--- src/rtl/gpio_pkg.sv ---
package gpio_pkg;
  localparam int BUS_W  = 32;
  localparam int ADDR_W = 6;
  localparam logic [ADDR_W-1:0] OFS_DIR   = 6'h00;
  localparam logic [ADDR_W-1:0] OFS_IN    = 6'h04;
  localparam logic [ADDR_W-1:0] OFS_SET   = 6'h0C;
  localparam logic [ADDR_W-1:0] OFS_CLR   = 6'h10;
  localparam logic [ADDR_W-1:0] OFS_IEN   = 6'h14;
  localparam logic [ADDR_W-1:0] OFS_ITYPE = 6'h18;
  localparam logic [ADDR_W-1:0] OFS_IPOL  = 6'h1C;
  localparam logic [ADDR_W-1:0] OFS_IPEND = 6'h20;
  localparam logic [ADDR_W-1:0] OFS_IMASK = 6'h24;
endpackage

--- src/rtl/gpio_sync.sv ---
module gpio_sync #(
  parameter int W = 8
) (
  input  logic         clk,
  input  logic         rst_n,
  input  logic [W-1:0] async_in,
  output logic [W-1:0] level,
  output logic [W-1:0] prev
);
  logic [W-1:0] meta_q;

  always_ff @(posedge clk) begin
    if (!rst_n) begin
      meta_q <= '0;
      level  <= '0;
      prev   <= '0;
    end else begin
      meta_q <= async_in;
      level  <= meta_q;
      prev   <= level;
    end
  end
endmodule

--- src/rtl/gpio_irq_unit.sv ---
module gpio_irq_unit #(
  parameter int W = 8
) (
  input  logic         clk,
  input  logic         rst_n,
  input  logic [W-1:0] level,
  input  logic [W-1:0] prev,
  input  logic [W-1:0] en,
  input  logic [W-1:0] trig_lvl,
  input  logic [W-1:0] pol,
  input  logic [W-1:0] mask,
  input  logic         ack_wr,
  input  logic [W-1:0] ack_bits,
  output logic [W-1:0] pend,
  output logic         irq
);
  logic [W-1:0] sticky_q;

  for (genvar i = 0; i < W; i++) begin : g_pin
    logic edge_hit;
    assign edge_hit = (level[i] != prev[i]) && (level[i] == pol[i]);

    always_ff @(posedge clk) begin
      if (!rst_n)                          sticky_q[i] <= 1'b0;
      else if (trig_lvl[i])                sticky_q[i] <= 1'b0;
      else if (en[i] && edge_hit)          sticky_q[i] <= 1'b1;
      else if (ack_wr && ack_bits[i])      sticky_q[i] <= 1'b0;
    end

    assign pend[i] = trig_lvl[i] ? (en[i] && (level[i] == pol[i])) : sticky_q[i];
  end

  assign irq = |(pend & en & mask);
endmodule

--- src/rtl/gpio_irq_ctrl.sv ---
module gpio_irq_ctrl
  import gpio_pkg::*;
#(
  parameter int PIN_COUNT  = 24,
  parameter bit DIR_INVERT = 1'b0
) (
  input  logic                 clk,
  input  logic                 rst_n,
  input  logic                 bus_en,
  input  logic                 bus_we,
  input  logic [ADDR_W-1:0]    bus_addr,
  input  logic [BUS_W-1:0]     bus_wdata,
  output logic [BUS_W-1:0]     bus_rdata,
  input  logic [PIN_COUNT-1:0] pin_in,
  output logic [PIN_COUNT-1:0] pin_out,
  output logic [PIN_COUNT-1:0] pin_oe,
  output logic                 irq
);
  localparam int PAD = BUS_W - PIN_COUNT;

  logic [PIN_COUNT-1:0] dir_q, out_q, en_q, type_q, pol_q, mask_q;
  logic [PIN_COUNT-1:0] lvl_w, prev_w, pend_w;
  logic [PIN_COUNT-1:0] wbits;
  logic                 wr;

  assign wr    = bus_en && bus_we;
  assign wbits = bus_wdata[PIN_COUNT-1:0];

  gpio_sync #(.W(PIN_COUNT)) u_sync (
    .clk(clk), .rst_n(rst_n), .async_in(pin_in), .level(lvl_w), .prev(prev_w)
  );

  gpio_irq_unit #(.W(PIN_COUNT)) u_irq (
    .clk(clk), .rst_n(rst_n), .level(lvl_w), .prev(prev_w),
    .en(en_q), .trig_lvl(type_q), .pol(pol_q), .mask(mask_q),
    .ack_wr(wr && (bus_addr == OFS_IPEND)), .ack_bits(wbits),
    .pend(pend_w), .irq(irq)
  );

  always_ff @(posedge clk) begin
    if (!rst_n) begin
      dir_q  <= '0;
      out_q  <= '0;
      en_q   <= '0;
      type_q <= '0;
      pol_q  <= '0;
      mask_q <= '0;
    end else if (wr) begin
      case (bus_addr)
        OFS_DIR:   dir_q  <= wbits;
        OFS_SET:   out_q  <= out_q | wbits;
        OFS_CLR:   out_q  <= out_q & ~wbits;
        OFS_IEN:   en_q   <= wbits;
        OFS_ITYPE: type_q <= wbits;
        OFS_IPOL:  pol_q  <= wbits;
        OFS_IMASK: mask_q <= wbits;
        default:   ;
      endcase
    end
  end

  logic [PIN_COUNT-1:0] rd_sel;
  always_comb begin
    rd_sel = '0;
    if (bus_en && !bus_we) begin
      case (bus_addr)
        OFS_DIR:   rd_sel = dir_q;
        OFS_IN:    rd_sel = lvl_w;
        OFS_SET,
        OFS_CLR:   rd_sel = out_q;
        OFS_IEN:   rd_sel = en_q;
        OFS_ITYPE: rd_sel = type_q;
        OFS_IPOL:  rd_sel = pol_q;
        OFS_IPEND: rd_sel = pend_w;
        OFS_IMASK: rd_sel = mask_q;
        default:   rd_sel = '0;
      endcase
    end
  end

  assign bus_rdata = {{PAD{1'b0}}, rd_sel};
  assign pin_out   = out_q;

  if (DIR_INVERT) begin : g_oe_inv
    assign pin_oe = ~dir_q;
  end else begin : g_oe_dir
    assign pin_oe = dir_q;
  end
endmodule

--- config.mk ---
export PLATFORM = sky130hd
export DESIGN_NAME = gpio_irq_ctrl
export DESIGN_NICKNAME = d
export VERILOG_FILES = /design/src/rtl/gpio_pkg.sv /design/src/rtl/gpio_sync.sv /design/src/rtl/gpio_irq_unit.sv /design/src/rtl/gpio_irq_ctrl.sv
export SDC_FILE = /design/constraint.sdc
export NUM_CORES = 1
export LEC_CHECK = 0
export BUFFER_PORTS_ARGS = -buffer_cell sky130_fd_sc_hd__buf_2
export CAP_MARGIN = 15
export CORE_ASPECT_RATIO = 0.75
export CORE_MARGIN = 2
export CORE_UTILIZATION = 63
export CTS_BUF_LIST = sky130_fd_sc_hd__clkbuf_16
export DETAILED_ROUTE_END_ITERATION = 10
export PLACE_DENSITY = 0.83
export SYNTH_ARGS = -nofsm -noshare
export SYNTH_HDL_FRONTEND = slang
export SYNTH_SLANG_ARGS = --single-unit
--- constraint.sdc ---
create_clock -name clk -period 5.2 [get_ports clk]
set_input_delay 1.3 -clock clk [delete_from_list [all_inputs] [get_ports clk]]
set_output_delay 1.3 -clock clk [all_outputs]
set_load 0.02 [all_outputs]
# == Word-level counts from Yosys, hierarchy flattened ==
# Cells that the tools add are included.
# totals
reg_bits,240
input_bits,66
elab_cells,328
# op_classes
eq_ne,56
n_mux,75
n_bitwise,6
n_reduce_logical,158
# ops
op,n
case mux 24 bit (8 select lines),1
logical AND 1 bit,99
bitwise AND 24 bit,3
two-way mux 1 bit,72
nonzero test 2 bit,25
OR reduction 2 bit,25
case mux 24 bit (2 select lines),1
== test 1 bit,24
"== test 6 x 5 -> 1 bit, second input constant",4
two-way mux 24 bit,1
!= test 1 bit,24
inverter 24 bit,1
OR 24 bit,1
OR reduction 24 bit,1
"== test 6 bit, second input constant",2
AND reduction 2 bit,6
"== test 6 x 3 -> 1 bit, second input constant",1
"== test 6 x 4 -> 1 bit, second input constant",1
logical NOT 6 bit,1
logical NOT 1 bit,1
inverter 1 bit,1

# == Depth between registers and ports, before layout ==
# Gate-level depths: netlist of run 1.
# depth
word_depth,6
mapped_depth,9
ltp_nobuf,5

# == Modules after synthesis ==
# A second synthesis of run 1 with hierarchy kept.
# unflattened
cells_unflattened,1270
area_unflattened_um2,10941.7
# modules_own_cells
mod,n_inst,cells_each,area_each_um2,seq_area_each_um2
gpio_irq_ctrl,1,759,6587.6,2882.8
gpio_irq_unit,1,360,2337.2,480.5
gpio_sync,1,151,2016.9,1441.4

# == Worst setup path before layout of run 1 ==
# No wires, ideal clock.
# synth_path
path_kind,input port to output port
startpoint,input port bus_addr[2]
endpoint,output port bus_rdata[6]
t_arrival_ps,3103
setup_slack_ps,797
stages,8
path_buffers,4
path_cell_list,buf_2 > or4b_1 > buf_4 > nor2_1 > buf_2 > buf_2 > a22oi_1 > a41oi_1
# synth_via
elab_chain_len,4
word_cells_on_any_way,12
# synth_rtl
element,line_no,rtl
start: declaration,gpio_irq_ctrl.sv:11,"input logic [ADDR_W-1:0] bus_addr,"
== test 6 x 4 -> 1 bit or == test 6 x 5 -> 1 bit (tied branches),gpio_irq_ctrl.sv:66,case (bus_addr)
OR reduction 2 bit,gpio_irq_ctrl.sv:66,
case mux 24 bit (8 select lines) *,gpio_irq_ctrl.sv:66,
two-way mux 24 bit *,gpio_irq_ctrl.sv:65,if (bus_en && !bus_we) begin
end: declaration,gpio_irq_ctrl.sv:13,"output logic [BUS_W-1:0] bus_rdata,"
# Mark *: on every way between the ends. The rest lies on a longest branch, timed or not.

# == Worst setup path in the final report of run 1 ==
# layout_path
startpoint,input port bus_addr[1]
endpoint,output port bus_rdata[14]
# Same word-level chain as after synthesis.

==> results of run 1 <==
## worst max-delay path, delay by kind of cell
kind,cells,cell delay [ns]
compound gates,3,0.56
simple gates,2,1.05
buf+inv,3,0.59
## cells by family (layout without fill, tap and decap cells)
group,after synthesis,count (layout),share of synthesized area
buffers and inverters,115,213,0.0526
muxes,15,15,0.0133
DFF,240,240,0.425
AOI/OAI and AO/OA,339,339,0.223
and+or+nand+nor,640,640,0.268
other,1,8,0.000332
xor gates and xnor gates,23,23,0.0178
## state kept, by name, indices dropped and copies added, names as in the netlist, named ones only
signal	count
mask_q	24
en_q	24
u_sync.level	24
pin_oe	24
u_irq.sticky_q	24
type_q	24
u_sync.prev	24
pol_q	24
u_sync.meta_q	24
## routing by layer
metal	vias to the layer above	GRT usage	wire [um]
met4	0	0.162	1630
met5	-	0	0
met2	701	0.537	14800
met3	138	0.0860	4300
met1	5036	0.485	13400
li1	4913	-	-
## power by group through the flow
stage | Clock, mW | Combinational [mW] | Sequential, mW
floorplan | 0 | 0.130 | 1.92
global placement | 0 | 0.173 | 1.92
detailed placement | 0 | 0.176 | 1.92
CTS | 1.51 | 0.178 | 1.88
global route | 1.57 | 0.195 | 1.88
finish | 1.51 | 0.181 | 1.88
## worst max path at each step
stage | startpoint | endpoint | slack, ns | cells after the start
after global placement | bus_addr[1] | bus_rdata[9] | 0.46 | 9
after floorplan | bus_addr[2] | bus_rdata[6] | 0.80 | 8
final | bus_addr[1] | bus_rdata[14] | 0.40 | 8
after global routing | bus_addr[1] | bus_rdata[14] | 0.34 | 8
after detailed placement | bus_addr[1] | bus_rdata[9] | 0.47 | 9
after CTS | bus_addr[1] | bus_rdata[9] | 0.46 | 9
## cell usage after synthesis (3+ instances only)
master,number,area share
a21boi_2,40,0.040
nand4_1,21,0.012
o2bb2ai_1,5,0.0039
nand2b_1,8,0.0044
nand2_1,380,0.13
a31oi_1,27,0.015
nor4_1,3,0.0017
and3_1,8,0.0044
mux2i_1,15,0.013
nand3_1,13,0.0058
and2_1,72,0.040
a222oi_1,7,0.0062
a311o_1,3,0.0027
a22o_1,8,0.0062
nor3_4,3,0.0043
nand4b_1,10,0.0077
nor3_2,7,0.0062
nor2b_1,15,0.0083
xnor2_1,23,0.018
o21ai_0,35,0.015
a21boi_0,67,0.044
dfxtp_1,240,0.42
buf_6,5,0.0050
a21oi_1,50,0.022
a21boi_1,13,0.0086
buf_2,34,0.015
a31o_2,3,0.0023
a221oi_1,15,0.012
buf_4,22,0.015
clkbuf_1,44,0.015
a2bb2oi_1,3,0.0023
o22ai_1,4,0.0022
inv_1,8,0.0027
nor2_1,62,0.021
nor3b_1,25,0.017
a22oi_1,49,0.033
o2111ai_1,4,0.0031
## cells in the final DEF, fill, tap and decap left out, types with 4 or more instances in the layout
master     instances
clkinv_2           4
dfxtp_1          240
a22oi_1           49
and2_1            72
o22ai_1            4
o2111ai_1          4
nor2b_1           15
nand3_1           13
buf_4             33
o2bb2ai_1          5
nand2b_1           8
conb_1             8
clkbuf_16         23
xnor2_1           23
a21boi_2          40
inv_1             16
nor3b_1           25
a21boi_1          13
nand4_1           21
nor3_2             7
buf_2            129
and3_1             8
nand4b_1          10
a22o_1             8
a222oi_1           7
a21oi_1           50
nand2_1          380
mux2i_1           15
nor2_1            62
a221oi_1          15
a31oi_1           27
o21ai_0           35
a21boi_0          67
## through the flow
stage | hold slack (ns) | util
6_report | 0.426 | 0.721
5_1_grt | 0.450 | 0.721
4_1_cts | 0.428 | 0.719
3_5_place_dp | 0.417 | 0.682
3_3_place_gp | 0.413 | 0.682
2_1_floorplan | 0.412 | -
## cell type report
cell class              instances  area [um^2]  share of cell area
inverters                       8         30.0             0.00237
clock buffers                  23          576              0.0453
repair buffers                165          952              0.0750
well taps                     242          303              0.0239
multi-input cells            1025         5950               0.469
clock inverters                17         77.6             0.00611
flip-flops and latches        240         4800               0.379
==> implementation parameters, run 1 <==
Parameter                              Value

Power
  Switching part of the total    0.234
  PnR Total Power    3.57 mW
  Relative contribution of sequential cells to total power    0.527
  Power per cell area    281 nW/um^2
  Switch Pwr    0.835 mW
  Cell-internal power    2.73 mW
  Maximum vdd ir drop    0.186 mV
  Combinational share of power    0.051
  Clock power frac    0.422
  Leak    4.48 nW

Routing
  Vias    10788
  First-iteration detailed-routing DRC count    1301
  Antenna violation net count after detailed routing    0
  Via count normalized by instance count    6.27
  Total Wirelength    34200 um
  # DRC    0
  Number of detailed-route iterations in the first pass    6
  Routed WL per cell    19.9 um

Layout
  Final nets    1529
  Post-route standard cell area excluding fillers    12700 um^2
  N_diodes    0
  Number of fill cells    1400
  Layout cell share with drive strength beyond 1    0.170
  Area added between synthesis and finish    12.3%
  Post-route insts no fill    1720

Timing
  Worst Tran Pin Value    1.17 ns
  Hold violation total from the final report    0
  Number of pins with negative max-slew slack in the final report    0
  Fmax    208 MHz
  Worst-case headroom to the max-slew limit    0.215
  Post-route fraction of the period consumed by the critical path    0.923
  Setup clock skew after layout    0.00714 ns
  Total negative slack    0 ns
  Total of endpoints with negative setup slack in the final report    0
  Final min period    4.80 ns
  Final setup margin    0.401 ns
  Setup repair after global routing missed its margin    no

Worst setup path
  Reg-to-reg critical path startpoint    pol_q[19]
  RR Endpoint    u_irq.sticky_q[19]
  Setup slack on the worst flop-to-flop path    4.00 ns
  Critical Path Slowest Stage Cell    or4b_1
  Worst path cell trace    buf_2 -> or4b_1 -> nor2_1 -> buf_4 -> a22o_1 -> a221oi_1 -> a41oi_1 -> buf_2
  Critical path data arrival time    3.50 ns
  Critical path data required time    3.90 ns
  Critical path's most frequent cell    buf_2
  CP endpoint kind    output pin
  Setup CP Type    in2out
  Critical Path Max Stage Delay    0.82 ns
  Element type at the critical path start    input port
  Maximum fanout encountered on the critical timing path    10
  Worst r2r path cells    4

Die
  Initial core utilization    0.642
  Core Region    17600 um^2
  Placement Rows    42
  Width of the chip    159 um
  Area of the die    19000 um^2
  IO Count    147
  Height of the chip    120 um

Synthesis
  Cell area after synthesis    11300 um^2
  Distinct cells, synth    55
  Syn_area_per_cell    8.23 um^2
  Portion of the post-synthesis area used by sequential elements    0.425
  Share of async-settable or async-resettable flops after synthesis    0
  Count of flip-flops with a built-in enable after synthesis    0
  Post-synth top flop    dfxtp_1
  Synthesized instance count    1373
  Yosys warning total    0
  Flip-flop and latch count after synthesis    240

Global routing
  Initial antenna violation count    1
  Total routing resource utilization after global routing    0.357
  Number of global-route vias before repair    10202
  First-pass GRT wire length    53200 um
  Largest net degree at the start of global routing    119
  Overflow left after global routing    0

Clock tree
  Clock tree root buffer cell    clkbuf_16
  Clock sinks    240
  Number of buffers between clock root and the deepest sink    3
  Resized Gates After CTS    0
  Number of H-tree levels    1
  Worst skew pair latency    0.52 ns
  Clock tree from TritonCTS    yes
  Number of setup buffers added after CTS    0
  Clock input transition at the sequential cells of the worst setup and hold paths    0.06 ns
  Hold-fix buffer count after cts    0
  Number of clock buffers inserted by TritonCTS    23

Min path
  Hold path start    u_sync.meta_q[22]
  Path class of the lowest-slack min-delay path    reg2reg
  Min-Delay Endpoint    u_sync.level[22]
  Cell depth of the worst hold path    1

Run
  Max-cap violations    0

Placed design
  Placed Cells incl. Taps    1679
  Detailed placement HPWL    21800 um
  I/O Buffers    130
  Place WS    0.469 ns
  Gp weighted congestion    0.908
  Placed instance area    12000 um^2

Run status
  Status    completed
Power figures use the tool's default switching activity.
==> run 2, diff against run 1 <==
--- a/config.mk
+++ b/config.mk
@@ -8,7 +8,6 @@
 export BUFFER_PORTS_ARGS = -buffer_cell sky130_fd_sc_hd__buf_2
 export CAP_MARGIN = 15
 export CORE_ASPECT_RATIO = 0.75
-export CORE_MARGIN = 2
 export CORE_UTILIZATION = 63
 export CTS_BUF_LIST = sky130_fd_sc_hd__clkbuf_16
 export DETAILED_ROUTE_END_ITERATION = 10
==> constraint.sdc (replaced) <==
create_clock -name clk -period 5.7 [get_ports clk]
set_input_delay 1.425 -clock clk [delete_from_list [all_inputs] [get_ports clk]]
set_output_delay 1.425 -clock clk [all_outputs]
set_load 0.02 [all_outputs]
==> run 2 against run 1 <==
Against the previous run:
- clock power decreased by 3%
- combinational power decreased by 9%
- register-to-register slack improved by 0.50 ns
- sequential power decreased by 9%
- final cell count about the same
- first-iteration DRC count increased by 11%
- routed wire length decreased by 0.72%
- largest cell class unchanged
==> implementation parameters, run 2 (same netlist as run 1, synthesis figures left out) <==
Parameter                              Value

Routing
  Antenna violation net count after detailed routing    0 (unchanged)
  Total Wirelength    34000 um (-0.72%)
  Routed WL per cell    19.7 um (-0.78%)
  Highest metal layer with signal wires    met4
  First-iteration detailed-routing DRC count    1441 (+11%)
  Amount of wire on met3 after detailed routing    3980 um (-7.4%)
  Wire length on met1    13600 um (+1.3%)
  Number of detailed-route iterations in the first pass    6 (unchanged)
  Vias    10646 (-1.3%)
  Routed wire length on met2    14700 um (-0.92%)
  # DRC    0 (unchanged)
  Via count normalized by instance count    6.19 (-1.4%)

Die
  Area of the die    18500 um^2 (-2.9%)
  Height of the chip    118 um (-1.7%)
  IO Count    147 (unchanged)
  Placement Rows    42 (unchanged)
  Width of the chip    157 um (-1.3%)
  Initial core utilization    0.642 (unchanged)
  Core Region    17600 um^2 (unchanged)

Timing
  Number of pins with negative max-slew slack in the final report    0 (unchanged)
  Worst-case headroom to the max-slew limit    0.206 (-0.00947)
  Post-route fraction of the period consumed by the critical path    0.934
  Final setup margin    0.379 ns (-0.0228 ns)
  Total of endpoints with negative setup slack in the final report    0 (unchanged)
  Final hold slack    0.431 ns (+0.00532 ns)
  Final min period    5.32 ns
  Worst Tran Pin Value    1.19 ns (+0.0142 ns)
  Setup clock skew after layout    0.0113 ns (+0.00417 ns)
  Fmax    188 MHz
  Setup repair after global routing missed its margin    no
  Hold violation total from the final report    0 (unchanged)
  Total negative slack    0 ns (unchanged)

Global routing
  Total routing resource utilization after global routing    0.367 (+0.00962)
  Largest net degree at the start of global routing    129 (+8.4%)
  First-pass GRT wire length    52800 um (-0.88%)
  Number of global-route vias before repair    9825 (-3.7%)
  Overflow left after global routing    0 (unchanged)
  Initial antenna violation count    0 (-1)

Placed design
  Detailed placement HPWL    21400 um (-1.7%)
  Place WS    0.511 ns (+0.0416 ns)
  I/O Buffers    130 (unchanged)
  Placed instance area    12000 um^2 (-0.10%)
  Gp weighted congestion    0.941 (+3.7%)

Worst setup path
  Element type at the critical path start    input port
  Worst path cell trace    buf_2 -> a21oi_1 -> nor4_4 -> buf_4 -> a221oi_1 -> a31oi_1 -> buf_2
  Critical path data required time    4.28 ns (+0.38 ns)
  Critical Path Max Stage Delay    0.75 ns (-0.07 ns)
  Critical path's most frequent cell    buf_2
  CP endpoint kind    output pin
  Maximum fanout encountered on the critical timing path    17 (+7)
  Setup CP Type    in2out
  Critical Path Slowest Stage Cell    nor4_4
  Critical path data arrival time    3.90 ns (+0.40 ns)

Clock tree
  Number of setup buffers added after CTS    0 (unchanged)
  Clock tree from TritonCTS    yes
  Resized Gates After CTS    0 (unchanged)
  Number of H-tree levels    1 (unchanged)
  Number of clock buffers inserted by TritonCTS    24 (+4.3%)
  Clock sinks    240 (unchanged)
  Number of buffers between clock root and the deepest sink    3 (unchanged)
  Worst skew pair latency    0.52 ns (about the same)
  Hold-fix buffer count after cts    0 (unchanged)
  Clock tree root buffer cell    clkbuf_16
  Clock input transition at the sequential cells of the worst setup and hold paths    0.06 ns (about the same)

Layout
  Final nets    1530 (+0.065%)
  Area added between synthesis and finish    12.6%
  Leading cell types in the layout, fill and taps excluded    380 x nand2_1, 240 x dfxtp_1, 129 x buf_2
  Post-route standard cell area excluding fillers    12700 um^2 (+0.31%)
  Register Area    4800 um^2 (unchanged)
  Layout cell share with drive strength beyond 1    0.168 (-0.00147)
  N_diodes    0 (unchanged)
  Most common cell after layout, fill and taps aside    nand2_1
  Area occupied by multi-input gates    5950 um^2 (unchanged)
  Number of fill cells    1338 (-4.4%)

Power
  Maximum vdd ir drop    0.227 mV (+22%)
  Power per cell area    263 nW/um^2 (-6.4%)
  PnR Total Power    3.35 mW (-6.1%)
  Leak    4.49 nW (+0.30%)

Run
  Max-cap violations    0 (unchanged)

Min path
  Path class of the lowest-slack min-delay path    reg2reg

Run status
  Status    completed
## run 2: changes by cell type in the layout (fill, tap and decap cells not counted), sizes merged
cell / before / now
clkbuf: 23 / 25
clkinvlp: 1 / 0
bufinv: 0 / 1
inv: 17 / 16
## run 2: through the flow
| stage | utilization | cells |
|---|---|---|
| 2_1_floorplan | - | 1380 |
| 3_3_place_gp | 0.682 | 1679 |
| 3_5_place_dp | 0.682 | 1679 |
| 4_1_cts | 0.722 | 1720 |
| 5_1_grt | 0.723 | 1721 |
| 6_report | 0.723 | 1721 |
## run 2: worst paths after layout
kind	start	end	slack (ns)	depth (start not counted)
worst min register to register	u_sync.meta_q[22]	u_sync.level[22]	0.43	1
worst min-delay path	u_sync.meta_q[22]	u_sync.level[22]	0.43	1
worst max-delay path	bus_addr[4]	bus_rdata[5]	0.38	7
worst max register to register	u_sync.level[2]	u_irq.sticky_q[2]	4.50	4
## run 2: worst max-delay path: cells and delay by family
family          cells  cell delay, ns
compound gates      3            0.67
buf+inv             3            1.03
simple gates        1            0.75
## run 2: metal layers
| layer | vias to the layer above | track usage |
|---|---|---|
| li1 | 4904 | - |
| met3 | 126 | 0.0795 |
| met5 | - | 0 |
| met4 | 0 | 0.167 |
| met2 | 648 | 0.563 |
| met1 | 4968 | 0.492 |
## run 2: final cells by class
class / count / share of cell area
clock buffer: 25 / 0.0491
clock inverter: 16 / 0.00717
inverter: 8 / 0.00236
multi-input combinational: 1025 / 0.467
sequential: 240 / 0.377
tap: 242 / 0.0238
timing repair buffer: 165 / 0.0728
## run 2: where the power goes
part / total, mW / internal (mW) / switching [mW]
registers: 1.72 / 1.70 / 0.0172
logic: 0.164 / 0.0629 / 0.101
clock network: 1.47 / 0.830 / 0.641
==> run 3, diff against run 2 <==
==> constraint.sdc (replaced) <==
create_clock -name clk -period 6.6 [get_ports clk]
set_input_delay 1.65 -clock clk [delete_from_list [all_inputs] [get_ports clk]]
set_output_delay 1.65 -clock clk [all_outputs]
set_load 0.02 [all_outputs]
==> run 3 against run 2 <==
Against the previous run:
- non-clock buffer count down 8
- sequential cell count unchanged
- critical endpoint is now bus_rdata[14]
- combinational power shrank 15%
- first-iteration DRC count is 4.0% lower
- total power decreased by 15%
- worst hold slack lost 0.0042 ns
- critical path type unchanged
==> implementation parameters, run 3 (same netlist as run 1, synthesis figures left out) <==
Parameter                              Value

Clock tree
  Number of setup buffers added after CTS    0 (unchanged)
  Clock tree root buffer cell    clkbuf_16
  Number of clock buffers inserted by TritonCTS    24 (unchanged)
  Number of H-tree levels    1 (unchanged)
  Clock tree from TritonCTS    yes
  Number of buffers between clock root and the deepest sink    3 (unchanged)
  Hold-fix buffer count after cts    0 (unchanged)
  Clock sinks    240 (unchanged)
  Resized Gates After CTS    0 (unchanged)
  Worst skew pair latency    0.52 ns (about the same)
  Clock input transition at the sequential cells of the worst setup and hold paths    0.06 ns (about the same)

Die
  IO Count    147 (unchanged)
  Area of the die    18500 um^2 (unchanged)
  Height of the chip    118 um (unchanged)
  Width of the chip    157 um (unchanged)
  Initial core utilization    0.642 (unchanged)
  Core Region    17600 um^2 (unchanged)
  Placement Rows    42 (unchanged)

Power
  Switching part of the total    0.230 (+0.00395)
  Clock power frac    0.432 (-0.007)
  Leak    4.44 nW (-1.2%)
  Power per cell area    226 nW/um^2 (-14%)
  Switch Pwr    0.658 mW (-13%)
  PnR Total Power    2.86 mW (-15%)
  Maximum vdd ir drop    0.167 mV (-26%)
  Relative contribution of sequential cells to total power    0.519 (+0.007)
  Cell-internal power    2.20 mW (-15%)
  Combinational share of power    0.049 (about the same)

Timing
  Worst-case headroom to the max-slew limit    0.218 (+0.0125)
  Final min period    5.90 ns
  Post-route fraction of the period consumed by the critical path    0.894
  Setup clock skew after layout    0.00967 ns (-0.00164 ns)
  Total of endpoints with negative setup slack in the final report    0 (unchanged)
  Worst Tran Pin Value    1.17 ns (-0.0222 ns)
  Setup repair after global routing missed its margin    no
  Number of pins with negative max-slew slack in the final report    0 (unchanged)
  Total negative slack    0 ns (unchanged)
  Fmax    169 MHz
  Hold violation total from the final report    0 (unchanged)

Min path
  Path class of the lowest-slack min-delay path    reg2reg

Global routing
  Largest net degree at the start of global routing    163 (+26%)
  Total routing resource utilization after global routing    0.367 (about the same)
  Number of global-route vias before repair    9843 (+0.18%)
  First-pass GRT wire length    52700 um (-0.13%)
  Overflow left after global routing    0 (unchanged)
  Initial antenna violation count    0 (unchanged)

Layout
  Final nets    1522 (-0.52%)
  End-of-flow core utilization    0.718 (-0.00490)
  Register Area    4800 um^2 (unchanged)
  N_diodes    0 (unchanged)
  Leading cell types in the layout, fill and taps excluded    380 x nand2_1, 240 x dfxtp_1, 129 x buf_2
  Number of fill cells    1361 (+1.7%)
  Area occupied by multi-input gates    5950 um^2 (unchanged)
  Post-route standard cell area excluding fillers    12600 um^2 (-0.68%)
  Area added between synthesis and finish    11.9%
  Layout cell share with drive strength beyond 1    0.165 (-0.00328)
  Most common cell after layout, fill and taps aside    nand2_1

Routing
  Via count normalized by instance count    6.18 (-0.17%)
  Amount of wire on met3 after detailed routing    3830 um (-3.7%)
  Total Wirelength    33800 um (-0.42%)
  Highest metal layer with signal wires    met4
  Number of detailed-route iterations in the first pass    6 (unchanged)
  Antenna violation net count after detailed routing    0 (unchanged)
  Routed wire length on met2    15000 um (+2.1%)
  Wire length on met1    13700 um (+0.87%)
  Vias    10585 (-0.57%)
  # DRC    0 (unchanged)
  First-iteration detailed-routing DRC count    1383 (-4.0%)
  Routed WL per cell    19.7 um (about the same)

Worst setup path
  Critical path data required time    4.95 ns (+0.67 ns)
  Maximum fanout encountered on the critical timing path    18 (+1)
  Cell class contributing the biggest share of worst-path delay    simple AND/OR/NAND/NOR gates
  RR Endpoint    u_irq.sticky_q[14]
  Critical Path Stages    8 (+1)
  Critical path's most frequent cell    buf_2
  Critical Path Slowest Stage Cell    or4b_1
  CP endpoint kind    output pin
  Critical Path Max Stage Delay    0.80 ns (+0.05 ns)
  Setup CP Type    in2out
  Setup slack on the worst flop-to-flop path    5.44 ns (+0.94 ns)
  Worst path cell trace    buf_2 -> or4b_1 -> nor2_1 -> buf_4 -> a22o_1 -> a221oi_1 -> a41oi_1 -> buf_2
  Element type at the critical path start    input port
  Worst setup endpoint    bus_rdata[14]
  Critical path data arrival time    4.25 ns (+0.35 ns)
  Worst path buffer plus inverter count    3 (unchanged)
  Reg-to-reg critical path startpoint    pol_q[14]
  Crit. Startpoint    bus_addr[2]
  Worst r2r path cells    4 (unchanged)

Run
  Max-cap violations    0 (unchanged)

Placed design
  I/O Buffers    130 (unchanged)
  Gp weighted congestion    0.920 (-2.3%)
  Placed instance area    11900 um^2 (-0.50%)
  Detailed placement HPWL    21400 um (-0.26%)

Run status
  Status    completed
run 3: worst reg2reg max path: stages (launching register included):
cell	delay, ns
dfxtp_1	0.33
or2_2	0.32
mux2i_1	0.17
a22oi_1	0.11
nor3b_1	0.16
run 3: worst min path at each step:
stage / from / endpoint / slack, ns / cells past startpoint
floorplan: u_sync.meta_q[0] / u_sync.level[0] / 0.41 / 1
detailed placement: u_sync.meta_q[17] / u_sync.level[17] / 0.42 / 1
finish: u_sync.meta_q[22] / u_sync.level[22] / 0.43 / 1
CTS: u_sync.meta_q[22] / u_sync.level[22] / 0.43 / 1
global route: u_sync.meta_q[22] / u_sync.level[22] / 0.45 / 1
global placement: u_sync.meta_q[15] / u_sync.level[15] / 0.41 / 1
run 3: area by class of cell:
| class | instances | area share |
|---|---|---|
| Multi-Input combinational cell | 1025 | 0.471 |
| Sequential cell | 240 | 0.380 |
| Timing Repair Buffer | 157 | 0.0683 |
| Clock buffer | 25 | 0.0495 |
| Tap cell | 242 | 0.0239 |
| Clock inverter | 17 | 0.00544 |
| Inverter | 8 | 0.00237 |
run 3: per-layer routing:
layer,global-route usage,vias up
met4,0.146,0
li1,-,4882
met1,0.492,4945
met3,0.0876,104
met2,0.567,654
met5,0,-
run 3: metrics by stage:
step                      hold WS [ns]  setup WS (ns)  cells
final                            0.427          0.699   1714
after global routing             0.446          0.599   1714
after CTS                        0.429          0.779   1713
after detailed placement         0.419          0.806   1671
after global placement           0.413          0.817   1671
after floorplan                  0.412           1.50   1380
run 3: power groups by stage:
| stage | sequential [mW] | combinational [mW] | clock [mW] |
|---|---|---|---|
| 6_report | 1.48 | 0.140 | 1.23 |
| 5_1_grt | 1.49 | 0.151 | 1.30 |
| 4_1_cts | 1.48 | 0.137 | 1.23 |
| 3_5_place_dp | 1.51 | 0.136 | 0 |
| 3_3_place_gp | 1.51 | 0.135 | 0 |
| 2_1_floorplan | 1.51 | 0.103 | 0 |
